File: config.mk
export PLATFORM = sky130hd
export DESIGN_NAME = mesh_turn_route
export DESIGN_NICKNAME = d
export VERILOG_FILES = /design/src/rtl/mesh_rc_pkg.sv /design/src/rtl/rc_offsets.sv /design/src/rtl/rc_legal_set.sv /design/src/rtl/rc_pick.sv /design/src/rtl/mesh_turn_route.sv
export SDC_FILE = /design/constraint.sdc
export NUM_CORES = 1
export LEC_CHECK = 0
export BUFFER_PORTS_ARGS = -buffer_cell sky130_fd_sc_hd__buf_2
export CELL_PAD_IN_SITES_DETAIL_PLACEMENT = 2
export CELL_PAD_IN_SITES_GLOBAL_PLACEMENT = 2
export CORE_UTILIZATION = 23
export DETAILED_ROUTE_END_ITERATION = 10
export HOLD_SLACK_MARGIN = 0.12
export PLACE_DENSITY = 0.87
export SYNTH_ARGS = -nofsm -noshare
export SYNTH_HDL_FRONTEND = slang
export SYNTH_SLANG_ARGS = --single-unit
File: constraint.sdc
create_clock -name clk -period 5.95 [get_ports clk]
set_input_delay 0.595 -clock clk [delete_from_list [all_inputs] [get_ports clk]]
set_output_delay 0.595 -clock clk [all_outputs]
set_load 0.05 [all_outputs]
File: src/rtl/mesh_rc_pkg.sv
package mesh_rc_pkg;

    typedef enum logic [1:0] {
        MODE_XY         = 2'd0,
        MODE_WEST_FIRST = 2'd1,
        MODE_NORTH_LAST = 2'd2,
        MODE_NEG_FIRST  = 2'd3
    } rc_mode_e;

    typedef enum logic {
        ST_IDLE = 1'b0,
        ST_PKT  = 1'b1
    } rc_state_e;

    localparam int NUM_PORTS = 5;

    localparam logic [2:0] DIR_LOCAL = 3'd0;
    localparam logic [2:0] DIR_NORTH = 3'd1;
    localparam logic [2:0] DIR_SOUTH = 3'd2;
    localparam logic [2:0] DIR_EAST  = 3'd3;
    localparam logic [2:0] DIR_WEST  = 3'd4;

    typedef logic [NUM_PORTS-1:0] port_vec_t;
    typedef logic [NUM_PORTS-1:1] dir_vec_t;

    // True when moving in nxt right after a hop in prev breaks the mode's turn rule
    function automatic logic turn_banned(rc_mode_e mode, logic [2:0] prev, logic [2:0] nxt);
        logic prev_y;
        logic nxt_x;
        logic res;
        prev_y = (prev == DIR_NORTH) || (prev == DIR_SOUTH);
        nxt_x  = (nxt == DIR_EAST) || (nxt == DIR_WEST);
        case (mode)
            MODE_XY:         res = prev_y && nxt_x;
            MODE_WEST_FIRST: res = (nxt == DIR_WEST) && (prev_y || (prev == DIR_EAST));
            MODE_NORTH_LAST: res = (prev == DIR_NORTH) && (nxt != DIR_NORTH) && (nxt != DIR_LOCAL);
            default:         res = ((prev == DIR_EAST) || (prev == DIR_NORTH)) &&
                                   ((nxt == DIR_WEST) || (nxt == DIR_SOUTH));
        endcase
        return res;
    endfunction

endpackage

File: src/rtl/rc_offsets.sv
module rc_offsets
    import mesh_rc_pkg::*;
#(
    parameter int X_W = 4,
    parameter int Y_W = 4
) (
    input  logic [X_W-1:0] cur_x,
    input  logic [Y_W-1:0] cur_y,
    input  logic [X_W-1:0] dst_x,
    input  logic [Y_W-1:0] dst_y,
    output dir_vec_t       go,
    output logic           at_dest
);

    always_comb begin
        go            = '0;
        go[DIR_EAST]  = dst_x > cur_x;
        go[DIR_WEST]  = dst_x < cur_x;
        go[DIR_NORTH] = dst_y > cur_y;
        go[DIR_SOUTH] = dst_y < cur_y;
        at_dest       = (dst_x == cur_x) && (dst_y == cur_y);
    end

endmodule

File: src/rtl/rc_legal_set.sv
module rc_legal_set
    import mesh_rc_pkg::*;
(
    input  rc_mode_e   mode,
    input  logic [2:0] in_dir,
    input  dir_vec_t   go,
    output dir_vec_t   legal
);

    dir_vec_t mode_ok;
    logic     x_left;
    logic     neg_left;

    // Phase rules of each discipline, before the turn check
    always_comb begin
        x_left   = go[DIR_EAST] | go[DIR_WEST];
        neg_left = go[DIR_WEST] | go[DIR_SOUTH];
        mode_ok  = go;
        unique case (mode)
            MODE_XY: begin
                mode_ok[DIR_NORTH] = go[DIR_NORTH] && !x_left;
                mode_ok[DIR_SOUTH] = go[DIR_SOUTH] && !x_left;
            end
            MODE_WEST_FIRST: begin
                mode_ok[DIR_NORTH] = go[DIR_NORTH] && !go[DIR_WEST];
                mode_ok[DIR_SOUTH] = go[DIR_SOUTH] && !go[DIR_WEST];
            end
            MODE_NORTH_LAST: begin
                mode_ok[DIR_NORTH] = go[DIR_NORTH] && !x_left;
            end
            MODE_NEG_FIRST: begin
                mode_ok[DIR_EAST]  = go[DIR_EAST] && !neg_left;
                mode_ok[DIR_NORTH] = go[DIR_NORTH] && !neg_left;
            end
        endcase
    end

    // Turn filter against the arriving hop, one slice per neighbour port
    for (genvar k = 1; k < NUM_PORTS; k++) begin : g_turn
        assign legal[k] = mode_ok[k] && !turn_banned(mode, in_dir, 3'(k));
    end

endmodule

File: src/rtl/rc_pick.sv
module rc_pick
    import mesh_rc_pkg::*;
#(
    parameter int CONG_W = 4
) (
    input  dir_vec_t                          legal,
    input  logic                              at_dest,
    input  logic [(NUM_PORTS-1)*CONG_W-1:0]   cong,
    output port_vec_t                         pick
);

    logic [CONG_W-1:0] cong_a [1:NUM_PORTS-1];
    logic [CONG_W-1:0] x_c;
    logic [CONG_W-1:0] y_c;
    logic              x_ok;
    logic              y_ok;
    logic              take_x;

    for (genvar k = 1; k < NUM_PORTS; k++) begin : g_slice
        assign cong_a[k] = cong[(k-1)*CONG_W +: CONG_W];
    end

    always_comb begin
        x_ok   = legal[DIR_EAST] | legal[DIR_WEST];
        y_ok   = legal[DIR_NORTH] | legal[DIR_SOUTH];
        x_c    = legal[DIR_EAST] ? cong_a[DIR_EAST] : cong_a[DIR_WEST];
        y_c    = legal[DIR_NORTH] ? cong_a[DIR_NORTH] : cong_a[DIR_SOUTH];
        take_x = x_ok && (!y_ok || (x_c <= y_c));
        pick   = '0;
        if (at_dest) begin
            pick[DIR_LOCAL] = 1'b1;
        end else if (take_x) begin
            if (legal[DIR_EAST]) pick[DIR_EAST] = 1'b1;
            else                 pick[DIR_WEST] = 1'b1;
        end else if (y_ok) begin
            if (legal[DIR_NORTH]) pick[DIR_NORTH] = 1'b1;
            else                  pick[DIR_SOUTH] = 1'b1;
        end
    end

endmodule

File: src/rtl/mesh_turn_route.sv
module mesh_turn_route
    import mesh_rc_pkg::*;
#(
    parameter int X_W    = 4,
    parameter int Y_W    = 4,
    parameter int CONG_W = 4
) (
    input  logic                  clk,
    input  logic                  rst_n,
    input  logic                  i_valid,
    input  logic                  i_head,
    input  logic                  i_tail,
    input  logic [1:0]            i_mode,
    input  logic [2:0]            i_in_dir,
    input  logic [X_W-1:0]        i_cur_x,
    input  logic [Y_W-1:0]        i_cur_y,
    input  logic [X_W-1:0]        i_dst_x,
    input  logic [Y_W-1:0]        i_dst_y,
    input  logic [4*CONG_W-1:0]   i_cong,
    output logic                  o_valid,
    output logic [4:0]            o_port
);

    rc_state_e state, state_nxt;
    rc_mode_e  mode;
    dir_vec_t  go;
    dir_vec_t  legal;
    port_vec_t pick;
    logic      at_dest;
    logic      accept_head;
    logic      accept_rest;

    assign mode        = rc_mode_e'(i_mode);
    assign accept_head = i_valid && i_head;
    assign accept_rest = i_valid && !i_head && (state == ST_PKT);

    rc_offsets #(.X_W(X_W), .Y_W(Y_W)) u_off (
        .cur_x(i_cur_x), .cur_y(i_cur_y), .dst_x(i_dst_x), .dst_y(i_dst_y),
        .go(go), .at_dest(at_dest)
    );

    rc_legal_set u_legal (
        .mode(mode), .in_dir(i_in_dir), .go(go), .legal(legal)
    );

    rc_pick #(.CONG_W(CONG_W)) u_pick (
        .legal(legal), .at_dest(at_dest), .cong(i_cong), .pick(pick)
    );

    // Packet tracking: OPEN, CLOSE, HOLD, RESTART, SINGLE
    always_comb begin
        state_nxt = state;
        unique case (state)
            ST_IDLE: if (accept_head && !i_tail) state_nxt = ST_PKT;
            ST_PKT:  if (i_valid && i_tail)      state_nxt = ST_IDLE;
        endcase
    end

    always_ff @(posedge clk) begin
        if (!rst_n) state <= ST_IDLE;
        else        state <= state_nxt;
    end

    always_ff @(posedge clk) begin
        if (!rst_n) begin
            o_valid <= 1'b0;
            o_port  <= '0;
        end else begin
            o_valid <= accept_head || accept_rest;
            if (accept_head) o_port <= pick;
        end
    end

    // Support for the turn check: does the candidate port make a banned turn
    logic bad_turn;
    always_comb begin
        bad_turn = 1'b0;
        for (int k = 1; k < NUM_PORTS; k++) begin
            if (pick[k] && turn_banned(mode, i_in_dir, 3'(k))) bad_turn = 1'b1;
        end
    end

    a_r1_valid_follows: assert property (@(posedge clk) disable iff (!rst_n)
        (accept_head || accept_rest) |=> o_valid);
    a_r1_no_spurious: assert property (@(posedge clk) disable iff (!rst_n)
        !(accept_head || accept_rest) |=> !o_valid);
    a_r2_onehot: assert property (@(posedge clk) disable iff (!rst_n)
        $onehot0(o_port));
    a_r3_eject_local: assert property (@(posedge clk) disable iff (!rst_n)
        (accept_head && (i_cur_x == i_dst_x) && (i_cur_y == i_dst_y)) |=> (o_port == 5'b00001));
    a_r4_x_before_y: assert property (@(posedge clk) disable iff (!rst_n)
        (accept_head && (mode == MODE_XY) && (i_cur_x != i_dst_x)) |=> (o_port[2:1] == 2'b00));
    a_r8_productive: assert property (@(posedge clk) disable iff (!rst_n)
        accept_head |-> ((!pick[DIR_EAST]  || (i_dst_x > i_cur_x)) &&
                         (!pick[DIR_WEST]  || (i_dst_x < i_cur_x)) &&
                         (!pick[DIR_NORTH] || (i_dst_y > i_cur_y)) &&
                         (!pick[DIR_SOUTH] || (i_dst_y < i_cur_y))));
    a_r10_no_banned_turn: assert property (@(posedge clk) disable iff (!rst_n)
        accept_head |-> !bad_turn);
    a_r11_reuse_port: assert property (@(posedge clk) disable iff (!rst_n)
        accept_rest |=> $stable(o_port));
    a_r12_orphan_ignored: assert property (@(posedge clk) disable iff (!rst_n)
        (i_valid && !i_head && (state == ST_IDLE)) |=> !o_valid);

endmodule

# Word level (Yosys, flattened, before mapping)
# Cells that the tools add are included.
[op_classes]
n_addsub = 0
multipliers = 0
div = 0
n_lt_le_gt_ge = 5
eq_ne = 8
shift = 0
muxes = 20
n_bitwise = 5
n_reduce_logical = 33
[ops]
columns = ["operator", "count"]
rows = [
  ["$logic_and A1 B1 Y1", 16],
  ["$mux W4", 3],
  ["$logic_not A1 Y1", 9],
  ["$eq A4 B4 Y1", 2],
  ["$gt A4 B4 Y1", 2],
  ["$lt A4 B4 Y1", 2],
  ["$mux W1", 8],
  ["$pmux W1 S2", 4],
  ["$eq A3 B2 Y1 const B", 2],
  ["$mux W2", 3],
  ["$pmux W1 S3", 2],
  ["$logic_or A1 B1 Y1", 5],
  ["$eq A2 B2 Y1 const B", 2],
  ["$le A4 B4 Y1", 1],
  ["$or A1 B1 Y1", 4],
  ["$reduce_or A2 Y1", 2],
  ["$eq A3 B1 Y1 const B", 1],
  ["$eq A2 B1 Y1 const B", 1],
  ["$logic_not A2 Y1", 1],
  ["$not A1 Y1", 1],
]
[word_totals]
ff_bits = 7
latch_bits = 0
mem_bits_rw = 0
rom_bits = 0
in_bits = 42
output_inout_bits = 6
memories = 0

# Depth between registers and ports, before layout
# Gate-level depths: netlist of the first run.
[depth]
depth_word = 12
depth_mapped = 14
depth_no_buf = 14

# By module
# Synthesis of the first run repeated with hierarchy kept, for this count alone.
[hier_totals]
hier_cells = 100
hier_area_um2 = 872.1
[modules_own_cells]
columns = ["mod", "instances", "cells_each", "area_each_um2", "seq_area_each_um2"]
rows = [
  ["rc_pick", 1, 29, 275.3, 0.0],
  ["mesh_turn_route", 1, 28, 264.0, 140.1],
  ["rc_offsets", 1, 29, 236.5, 0.0],
  ["rc_legal_set", 1, 14, 96.3, 0.0],
]

# Worst setup path before layout of the first run
# OpenSTA, ideal clock, no wires.
[synth_timing]
kind = "input port to flip-flop"
from = "in i_cur_y[3]"
to = "reg o_port[2]"
setup_ns = 0.117
arrival_ns = 2.867
t_required_ns = 5.833
path_slack_ns = 2.966
path_stages = 12
path_buffers = 0
path_cell_list = "inv_1 ha_1 nand2_1 o21a_1 a311oi_4 mux2_2 ha_1 a21oi_1 o21ai_0 o21ai_0 o21ai_2 a22o_1"
[synth_between]
elab_chain_cells = 12
word_cells_on_any_way = 29
[synth_rtl]
columns = ["item", "line_no", "source"]
rows = [
  ["start: declaration", "mesh_turn_route.sv:16", "input logic [Y_W-1:0] i_cur_y,"],
  ["$lt A4 B4 Y1", "rc_offsets.sv:20", "go[DIR_SOUTH] = dst_y < cur_y;"],
  ["$or A1 B1 Y1", "rc_legal_set.sv:17", "neg_left = go[DIR_WEST] | go[DIR_SOUTH];"],
  ["$logic_not A1 Y1", "rc_legal_set.sv:32, rc_legal_set.sv:33", ""],
  ["$logic_and A1 B1 Y1", "rc_legal_set.sv:32", "mode_ok[DIR_EAST] = go[DIR_EAST] && !neg_left;"],
  ["$mux W1", "rc_legal_set.sv:19", "unique case (mode)"],
  ["$logic_and A1 B1 Y1", "rc_legal_set.sv:40", "assign legal[k] = mode_ok[k] && !turn_banned(mode, in_dir, 3'(k));"],
  ["$mux W4", "rc_pick.sv:26", "x_c = legal[DIR_EAST] ? cong_a[DIR_EAST] : cong_a[DIR_WEST];"],
  ["$le A4 B4 Y1", "rc_pick.sv:28", "take_x = x_ok && (!y_ok || (x_c <= y_c));"],
  ["$logic_or A1 B1 Y1", "rc_pick.sv:28", ""],
  ["$logic_and A1 B1 Y1", "rc_pick.sv:28", ""],
  ["$mux W2", "rc_pick.sv:32", "end else if (take_x) begin"],
  ["$mux W4 (*)", "rc_pick.sv:30", "if (at_dest) begin"],
  ["end signal: assignment", "mesh_turn_route.sv:70", "if (accept_head) o_port <= pick;"],
  ["end: declaration", "mesh_turn_route.sv:21", "output logic [4:0] o_port"],
]
# Every way passes the cells marked *; elsewhere a longest branch is shown, timed or not.
# A chain may end at the register's enable or synchronous reset.

# Worst setup path in the final report of the first run
[layout_timing]
from = "in i_cur_x[2]"
to = "reg o_port[2]"
[layout_between]
elab_chain_cells = 12
word_cells_on_any_way = 33
[layout_rtl]
columns = ["item", "line_no", "source"]
rows = [
  ["start: declaration", "mesh_turn_route.sv:15", "input logic [X_W-1:0] i_cur_x,"],
  ["$lt A4 B4 Y1 or $gt A4 B4 Y1 (tied branches)", "rc_offsets.sv:18, rc_offsets.sv:17", ""],
  ["$or A1 B1 Y1 (on tied branches)", "rc_legal_set.sv:17, rc_legal_set.sv:16", ""],
  ["$logic_not A1 Y1 (on tied branches)", "--", ""],
  ["$logic_and A1 B1 Y1 (on tied branches)", "rc_legal_set.sv:32, rc_legal_set.sv:22", ""],
  ["$mux W1 or $pmux W1 S2 (tied branches)", "rc_legal_set.sv:19", ""],
  ["$logic_and A1 B1 Y1", "rc_legal_set.sv:40", ""],
  ["$mux W4 or $or A1 B1 Y1 (tied branches)", "rc_pick.sv:26, rc_pick.sv:25", ""],
  ["$le A4 B4 Y1 or $logic_not A1 Y1 (tied branches)", "rc_pick.sv:28", ""],
  ["$logic_or A1 B1 Y1", "rc_pick.sv:28", ""],
  ["$logic_and A1 B1 Y1", "rc_pick.sv:28", ""],
  ["$mux W2", "rc_pick.sv:32", ""],
  ["$mux W4 (*)", "rc_pick.sv:30", ""],
]
# Marks and branches as above.

==> implementation parameters, run 1 <==
Parameter                              Value

Outcome
  Run status ... completed

Clock network
  Deepest clock path buffer count ... 2
  Number of H-tree levels ... 1
  Post CTS Setup Buffer Count ... 0
  Root Buffer ... sky130_fd_sc_hd__clkbuf_4
  Count of hold buffers inserted by post-cts repair ... 0
  Inserted Clock Buffers ... 3
  Worst-Skew Late Latency ... 250 ps
  Clock-pin transition on the worst setup and hold timing paths ... 50 ps
  Clock sinks ... 7
  TritonCTS clock tree ... done
  Count of cells resized by post-cts repair ... 0

Synth
  Fraction of synthesis flops using an asynchronous set or reset pin ... 0%
  Net count after synthesis ... 145
  Main synth FF type ... sky130_fd_sc_hd__dfxtp_1
  Sequential area share after synthesis ... 18.8%
  Average footprint of a synthesized cell ... 8.18 sq um
  Number of synthesized register bits ... 7
  Warnings, synthesis ... 0
  Number of enable flip-flop cells after synthesis ... 0
  Synthesized cell area ... 744 sq um
  Synthesized instance count ... 91
  Post-synthesis cell type count ... 25

Global routing
  Vias in the first global route ... 988
  Initial antenna violation count ... 0
  Remaining Overflow, GRT ... 0
  First-pass GRT wire length ... 4110 microns
  Largest net degree at the start of global routing ... 7
  Overall Global Routing Usage ... 15.6%

Timing
  Worst Setup Slack, final ... 2900 ps
  Highest Clock Rate ... 0.327 GHz
  Final hold violation count ... 0
  Transition at the pin with the smallest max-transition slack ... 440 ps
  Unrepaired setup endpoints after global routing ... no
  Final critical-path share of the clock period ... 51.3%
  Setup TNS ... 0 ps
  Worst rel slew slack ... 70.7%
  Clock period minus worst slack ... 3050 ps
  Worst clock skew ... 0.0764 ps
  Final-report setup violation count ... 0
  Max-slew violation count ... 0

Routing
  Post-route antenna net violation count ... 0
  Via-per-instance ratio ... 4.62
  Met2 Routed Length ... 1290 microns
  Vias after detailed routing ... 860
  Overall routed net length ... 2310 microns
  DRC violations left ... 0
  Met3 wire len ... 105 microns
  DRT iter0 DRCs ... 9
  WL met1 ... 900 microns
  Uppermost layer routed ... met4
  Per-cell routed wire length ... 12.4 microns
  First drt pass iteration count ... 2

Cells and area
  Antenna Cells ... 0
  Share of final-layout standard cells stronger than drive strength 1 ... 41.5%
  Final design utilization ... 34.8%
  Layout area overhead ... 42.5%
  Most frequent standard cell in the layout excluding fill and tap cells ... sky130_fd_sc_hd__buf_2
  Final layout net count ... 197
  Fill cell instance count of the final layout ... 381
  Top library cells by usage in the layout, fill and taps aside ... sky130_fd_sc_hd__buf_2 (47), sky130_fd_sc_hd__inv_1 (12), sky130_fd_sc_hd__ha_1 (12), sky130_fd_sc_hd__nand2_1 (11), sky130_fd_sc_hd__a21oi_1 (9)

Worst setup path
  Required time of the critical path ... 6090 ps
  Arrival time at the worst endpoint ... 3190 ps
  Worst Setup Path Type ... input port to register
  Startpoint class of the critical path ... input port
  Number of cells on the worst reg-to-reg path ... 3
  Buf+Inv Stages, Crit Path ... 2
  Cell breakdown of the critical path ... buf_2, inv_1, ha_1, a21oi_1, nand2_1, a21oi_1, a311oi_4, mux2_2, ha_1, a21oi_1, o21ai_0, o21ai_0, o21ai_2, a22o_1
  Critical path's largest stage delay ... 470 ps
  Max FO, Critical Path ... 6
  Category of cells accounting for the largest share of critical-path delay ... compound AO/OA/AOI/OAI gates
  Stages on the worst setup path ... 14
  Critical path capture point type ... register
  CP dominant cell by count ... sky130_fd_sc_hd__a21oi_1
  Cell with the largest stage delay on the worst path ... sky130_fd_sc_hd__a311oi_4

Floorplan
  Die outline height ... 58.9 microns
  Rows ... 20
  Die X-Extent ... 58.9 microns
  I/O pin cnt ... 48
  Die area ... 0.00347 sq mm
  Starting density of the core ... 24.4%
  Placeable Area ... 0.00305 sq mm

Pwr
  Leakage power summed over all cells ... 0.575 nW
  Overall power after layout ... 0.000169 W
  Maximum vdd drop ... 0.0410 mV
  Power density relative to cell area ... 160 mW/mm^2

Placed design
  Count of input and output buffers ... 47
  Placed wire-length estimate ... 2050 microns
  Worst slack at placement ... 2610 ps
  GPL Wtd Cong ... 0.710

Hold path
  Number of cells traversed by the worst hold path ... 2
  Path type of the worst min-delay path ... register to register

Job
  Reported max-cap violation count ... 0
cells in the mapped netlist, drive strengths merged, types with 3 or more instances:
cell / n / share of area (%)
ha: 12 / 20
inv: 12 / 6.0
nand2: 11 / 5.5
a21oi: 9 / 6.0
o21ai: 8 / 5.9
dfxtp: 7 / 19
mux2: 4 / 6.0
mux2i: 4 / 5.4
nand4: 3 / 2.5
nor2: 3 / 1.5
worst min-delay path, delay by kind of cell, from the launching register on:
kind	cells	cell delay, ps
compound gates	1	60
simple gates	1	50
flops	1	320
sequential cells by signal, summed over array words and instances (netlist names):
signal,count
o_valid,1
state,1
o_port,5
where the power goes:
part / total (W) / switching [W] / internal [W]
Sequential: 0.0000499 / 0.000000884 / 0.0000490
Clock: 0.0000428 / 0.0000173 / 0.0000256
Combinational: 0.0000768 / 0.0000415 / 0.0000353
worst paths after layout:
check / from / endpoint / slack [ps]
hold / removal: o_port[3]$_SDFFE_PN0P_ / o_port[3]$_SDFFE_PN0P_ / 460
setup / recovery: i_cur_x[2] / o_port[2]$_SDFFE_PN0P_ / 2900
hold reg to reg: o_port[3]$_SDFFE_PN0P_ / o_port[3]$_SDFFE_PN0P_ / 460
setup reg to reg: o_port[0]$_SDFFE_PN0P_ / o_port[0]$_SDFFE_PN0P_ / 5280
cell type report:
type | instances | area, sq um | share of cell area [%]
repair buffers | 47 | 235 | 22.2
inverters | 12 | 45.0 | 4.25
well taps | 44 | 55.1 | 5.19
flip-flops and latches | 7 | 140 | 13.2
clock buffers | 4 | 26.3 | 2.48
multi-input cells | 72 | 559 | 52.7
stage by stage:
step	hold WS (ps)	instances	instance area (sq um)
floorplan	453	91	744
global placement	461	182	1030
detailed placement	452	182	1030
CTS	465	186	1060
global route	488	186	1060
finish	457	186	1060
cells by family after synthesis:
family	share of synthesized area, %
AO/OA/AOI/OAI	26.2
AND/OR/NAND/NOR	17.3
buffers and inverters	6.05
adder cells (fa/ha/maj)	20.2
multiplexers	11.4
flip-flops	18.8
metal layers:
metal	up-vias	global-route usage, %
li1	430	-
met1	398	15.8
met2	28	31.8
met3	4	2.20
met4	0	5.10
met5	-	0
No activity file was read; power rests on OpenSTA's default activity.
==> run 2: changes to the inputs <==
- ABC_AREA: default -> 1
- CORE_UTILIZATION: 23 -> 18
- PLACE_DENSITY: 0.87 -> 0.76
- clock period: 5.95 -> 2.73 ns (I/O delays scaled with it)
==> run 2 against run 1 <==
  * Cell area up 11%
  * Global-route usage down 4.6 points
  * Clock skew about the same
  * Synthesized cell count up 45%
  * Sequential cell count unchanged
  * Cell count up 26%
  * Sequential power up 120%
  * First-iteration DRC count up 11%
  * Critical path depth up 6
  * Area after synthesis up 12%
  * Non-clock buffer count unchanged
==> implementation parameters, run 2 <==
Parameter                              Value

Outcome
  Run status ... completed

Cells and area
  Register bank with the most flops ... o_port
  Number of flip-flops under the largest register name ... 5 (unchanged)
  Share of final-layout standard cells stronger than drive strength 1 ... 35.5% (-6.0 points)
  Registers with the highest flip-flop counts ... o_port (5), o_valid (1), state (1)
  Fill cell instance count of the final layout ... 557 (+46%)
  Most frequent standard cell in the layout excluding fill and tap cells ... sky130_fd_sc_hd__buf_2
  Final instance count without filler cells ... 235 (+26%)
  Layout area overhead ... 41.5%
  Antenna Cells ... 0 (unchanged)
  Final layout net count ... 238 (+21%)
  Top library cells by usage in the layout, fill and taps aside ... sky130_fd_sc_hd__buf_2 (47), sky130_fd_sc_hd__nand2_1 (35), sky130_fd_sc_hd__inv_1 (25), sky130_fd_sc_hd__ha_1 (12), sky130_fd_sc_hd__nor2_1 (10)

Synth
  Synth area leaders ... sky130_fd_sc_hd__ha_1 (18%), sky130_fd_sc_hd__dfxtp_1 (17%), sky130_fd_sc_hd__nand2_1 (16%)
  Most frequent cells after synthesis ... sky130_fd_sc_hd__nand2_1 (35), sky130_fd_sc_hd__inv_1 (25), sky130_fd_sc_hd__ha_1 (12)
  Post-synthesis cell type count ... 20 (-20%)
  Synthesized instance count ... 132 (+45%)
  Net count after synthesis ... 186 (+28%)
  Sequential area share after synthesis ... 16.8% (-2.0 points)
  Warnings, synthesis ... 0 (unchanged)
  Main synth FF type ... sky130_fd_sc_hd__dfxtp_1
  Number of enable flip-flop cells after synthesis ... 0 (unchanged)
  Fraction of synthesis flops using an asynchronous set or reset pin ... 0% (unchanged)
  Biggest area consumer among synthesized cells ... sky130_fd_sc_hd__ha_1
  Synthesized cell area ... 832 sq um (+12%)
  Yosys top cell area share ... 18.0% (-2.1 points)
  Number of synthesized register bits ... 7 (unchanged)
  Most instantiated library cell after synthesis ... sky130_fd_sc_hd__nand2_1
  Average footprint of a synthesized cell ... 6.30 sq um (-23%)

Placed design
  GPL Wtd Cong ... 0.695 (-2.1%)
  Placed wire-length estimate ... 2250 microns (+9.9%)
  Count of input and output buffers ... 47 (unchanged)
  DP Cell Count ... 231 (+27%)

Worst setup path
  Worst Setup Path Type ... input port to register
  Arrival time at the worst endpoint ... 2560 ps (-630 ps)
  Required time of the critical path ... 2880 ps (-3210 ps)
  Startpoint class of the critical path ... input port
  Max FO, Critical Path ... 6 (unchanged)
  Critical path capture point type ... register

Global routing
  Met3 usage in global routing ... 2.02% (-0.18 points)
  Met1 routing resource usage after global routing ... 12.1% (-3.7 points)
  Overall Global Routing Usage ... 11.0% (-4.6 points)
  Largest net degree at the start of global routing ... 7 (unchanged)
  Met2 global-route usage ... 20.3% (-12 points)
  Grt peak-use layer ... met2
  First-pass GRT wire length ... 4270 microns (+4.0%)
  Vias in the first global route ... 1032 (+4.5%)
  Remaining Overflow, GRT ... 0 (unchanged)
  Initial antenna violation count ... 0 (unchanged)

Clock network
  Count of hold buffers inserted by post-cts repair ... 0 (unchanged)
  Post CTS Setup Buffer Count ... 0 (unchanged)
  TritonCTS clock tree ... done
  Clock sinks ... 7 (unchanged)
  Deepest clock path buffer count ... 2 (unchanged)
  Number of H-tree levels ... 1 (unchanged)
  Worst-Skew Late Latency ... 230 ps (-20 ps)
  Inserted Clock Buffers ... 3 (unchanged)
  Count of cells resized by post-cts repair ... 0 (unchanged)
  Clock-pin transition on the worst setup and hold timing paths ... 40 ps (about the same)
  Root Buffer ... sky130_fd_sc_hd__clkbuf_8

Routing
  Vias after detailed routing ... 1009 (+17%)
  DRT iter0 DRCs ... 10 (+1)
  Via-per-instance ratio ... 4.29 (-7.1%)
  Per-cell routed wire length ... 10.4 microns (-17%)
  Overall routed net length ... 2440 microns (+5.4%)
  First drt pass iteration count ... 2 (unchanged)
  Post-route antenna net violation count ... 0 (unchanged)
  DRC violations left ... 0 (unchanged)

Floorplan
  I/O pin cnt ... 48 (unchanged)
  Placeable Area ... 0.00438 sq mm (+44%)
  Die outline height ... 70.0 microns (+19%)
  Die X-Extent ... 70.0 microns (+19%)
  Rows ... 24 (+20%)
  Die area ... 0.00490 sq mm (+41%)
  Starting density of the core ... 19.0% (-5.4 points)

Timing
  Final hold violation count ... 0 (unchanged)
  Final-report setup violation count ... 0 (unchanged)
  Setup TNS ... 0 ps (unchanged)
  Clock period minus worst slack ... 2400 ps
  Worst rel slew slack ... 71.7% (+1.0 points)
  Final critical-path share of the clock period ... 88.0%
  Unrepaired setup endpoints after global routing ... no
  Worst clock skew ... 0.326 ps (+0.249 ps)
  Transition at the pin with the smallest max-transition slack ... 420 ps (-20.0 ps)
  Max-slew violation count ... 0 (unchanged)
  Highest Clock Rate ... 0.416 GHz

Pwr
  Power density relative to cell area ... 382 mW/mm^2 (+140%)
  Maximum vdd drop ... 0.0973 mV (+140%)
  Leakage power summed over all cells ... 0.715 nW (+24%)
  Overall power after layout ... 0.000450 W (+170%)

Job
  Reported max-cap violation count ... 0 (unchanged)

Hold path
  Path type of the worst min-delay path ... input port to register
-- run 2: final timing paths --
path	slack, ps	from	depth (start not counted)	to
max reg2reg	2050	state$_SDFF_PN0_	2	state$_SDFF_PN0_
max	330	i_cur_x[3]	20	o_port[1]$_SDFFE_PN0P_
min reg2reg	460	o_port[2]$_SDFFE_PN0P_	2	o_port[2]$_SDFFE_PN0P_
min	240	i_tail	2	state$_SDFF_PN0_
-- run 2: critical path: stages --
cell,delay [ps]
sky130_fd_sc_hd__buf_2,80
sky130_fd_sc_hd__inv_1,30
sky130_fd_sc_hd__ha_1,300
sky130_fd_sc_hd__a21oi_1,200
sky130_fd_sc_hd__nand2_2,120
sky130_fd_sc_hd__nand2_1,80
sky130_fd_sc_hd__nand2_2,80
sky130_fd_sc_hd__nand2_2,150
sky130_fd_sc_hd__inv_2,90
sky130_fd_sc_hd__nand2_1,70
sky130_fd_sc_hd__nand2_1,50
sky130_fd_sc_hd__ha_1,290
sky130_fd_sc_hd__nand2_1,60
sky130_fd_sc_hd__inv_1,70
sky130_fd_sc_hd__o21ai_0,80
sky130_fd_sc_hd__a32oi_1,180
sky130_fd_sc_hd__nand2_2,100
sky130_fd_sc_hd__nand2_2,70
sky130_fd_sc_hd__nand2_1,50
sky130_fd_sc_hd__a21oi_1,130
-- run 2: cell families after synthesis --
group / synth area share, %
AOI/OAI and AO/OA: 11.0
adders and majority gates: 18.0
buffers and inverters: 12.2
DFF: 16.8
muxes: 6.17
and+or+nand+nor: 35.8
-- run 2: report_power, final --
group          switching, W  internal (W)  total (W)  leakage [nW]
Combinational      0.000115     0.0000780   0.000193         0.636
Sequential       0.00000200      0.000108   0.000110        0.0571
Clock             0.0000465      0.000101   0.000148        0.0228
-- run 2: area by class of cell --
cell class / instances / area, sq um / area share [%]
sequential: 7 / 140 / 11.9
timing repair buffer: 47 / 235 / 20.0
inverter: 27 / 101 / 8.61
multi-input combinational: 98 / 591 / 50.2
tap: 52 / 65.1 / 5.53
clock buffer: 4 / 45.0 / 3.83
-- run 2: metal layers --
layer	wire length [microns]	vias to the layer above
li1	-	517
met1	1070	457
met2	1200	31
met3	132	4
met4	37	0
met5	0	-
-- run 2: stage by stage --
step / hold WS, ps / setup WS, ps / util (%) / instance area (sq um)
6_report: 243 / 327 / 26.9 / 1180
5_1_grt: 249 / 25.1 / 26.9 / 1180
4_1_cts: 244 / 289 / 26.9 / 1180
3_5_place_dp: 456 / 55.2 / 25.8 / 1130
3_3_place_gp: 459 / 126 / 25.8 / 1130
2_1_floorplan: 362 / 416 / - / 832
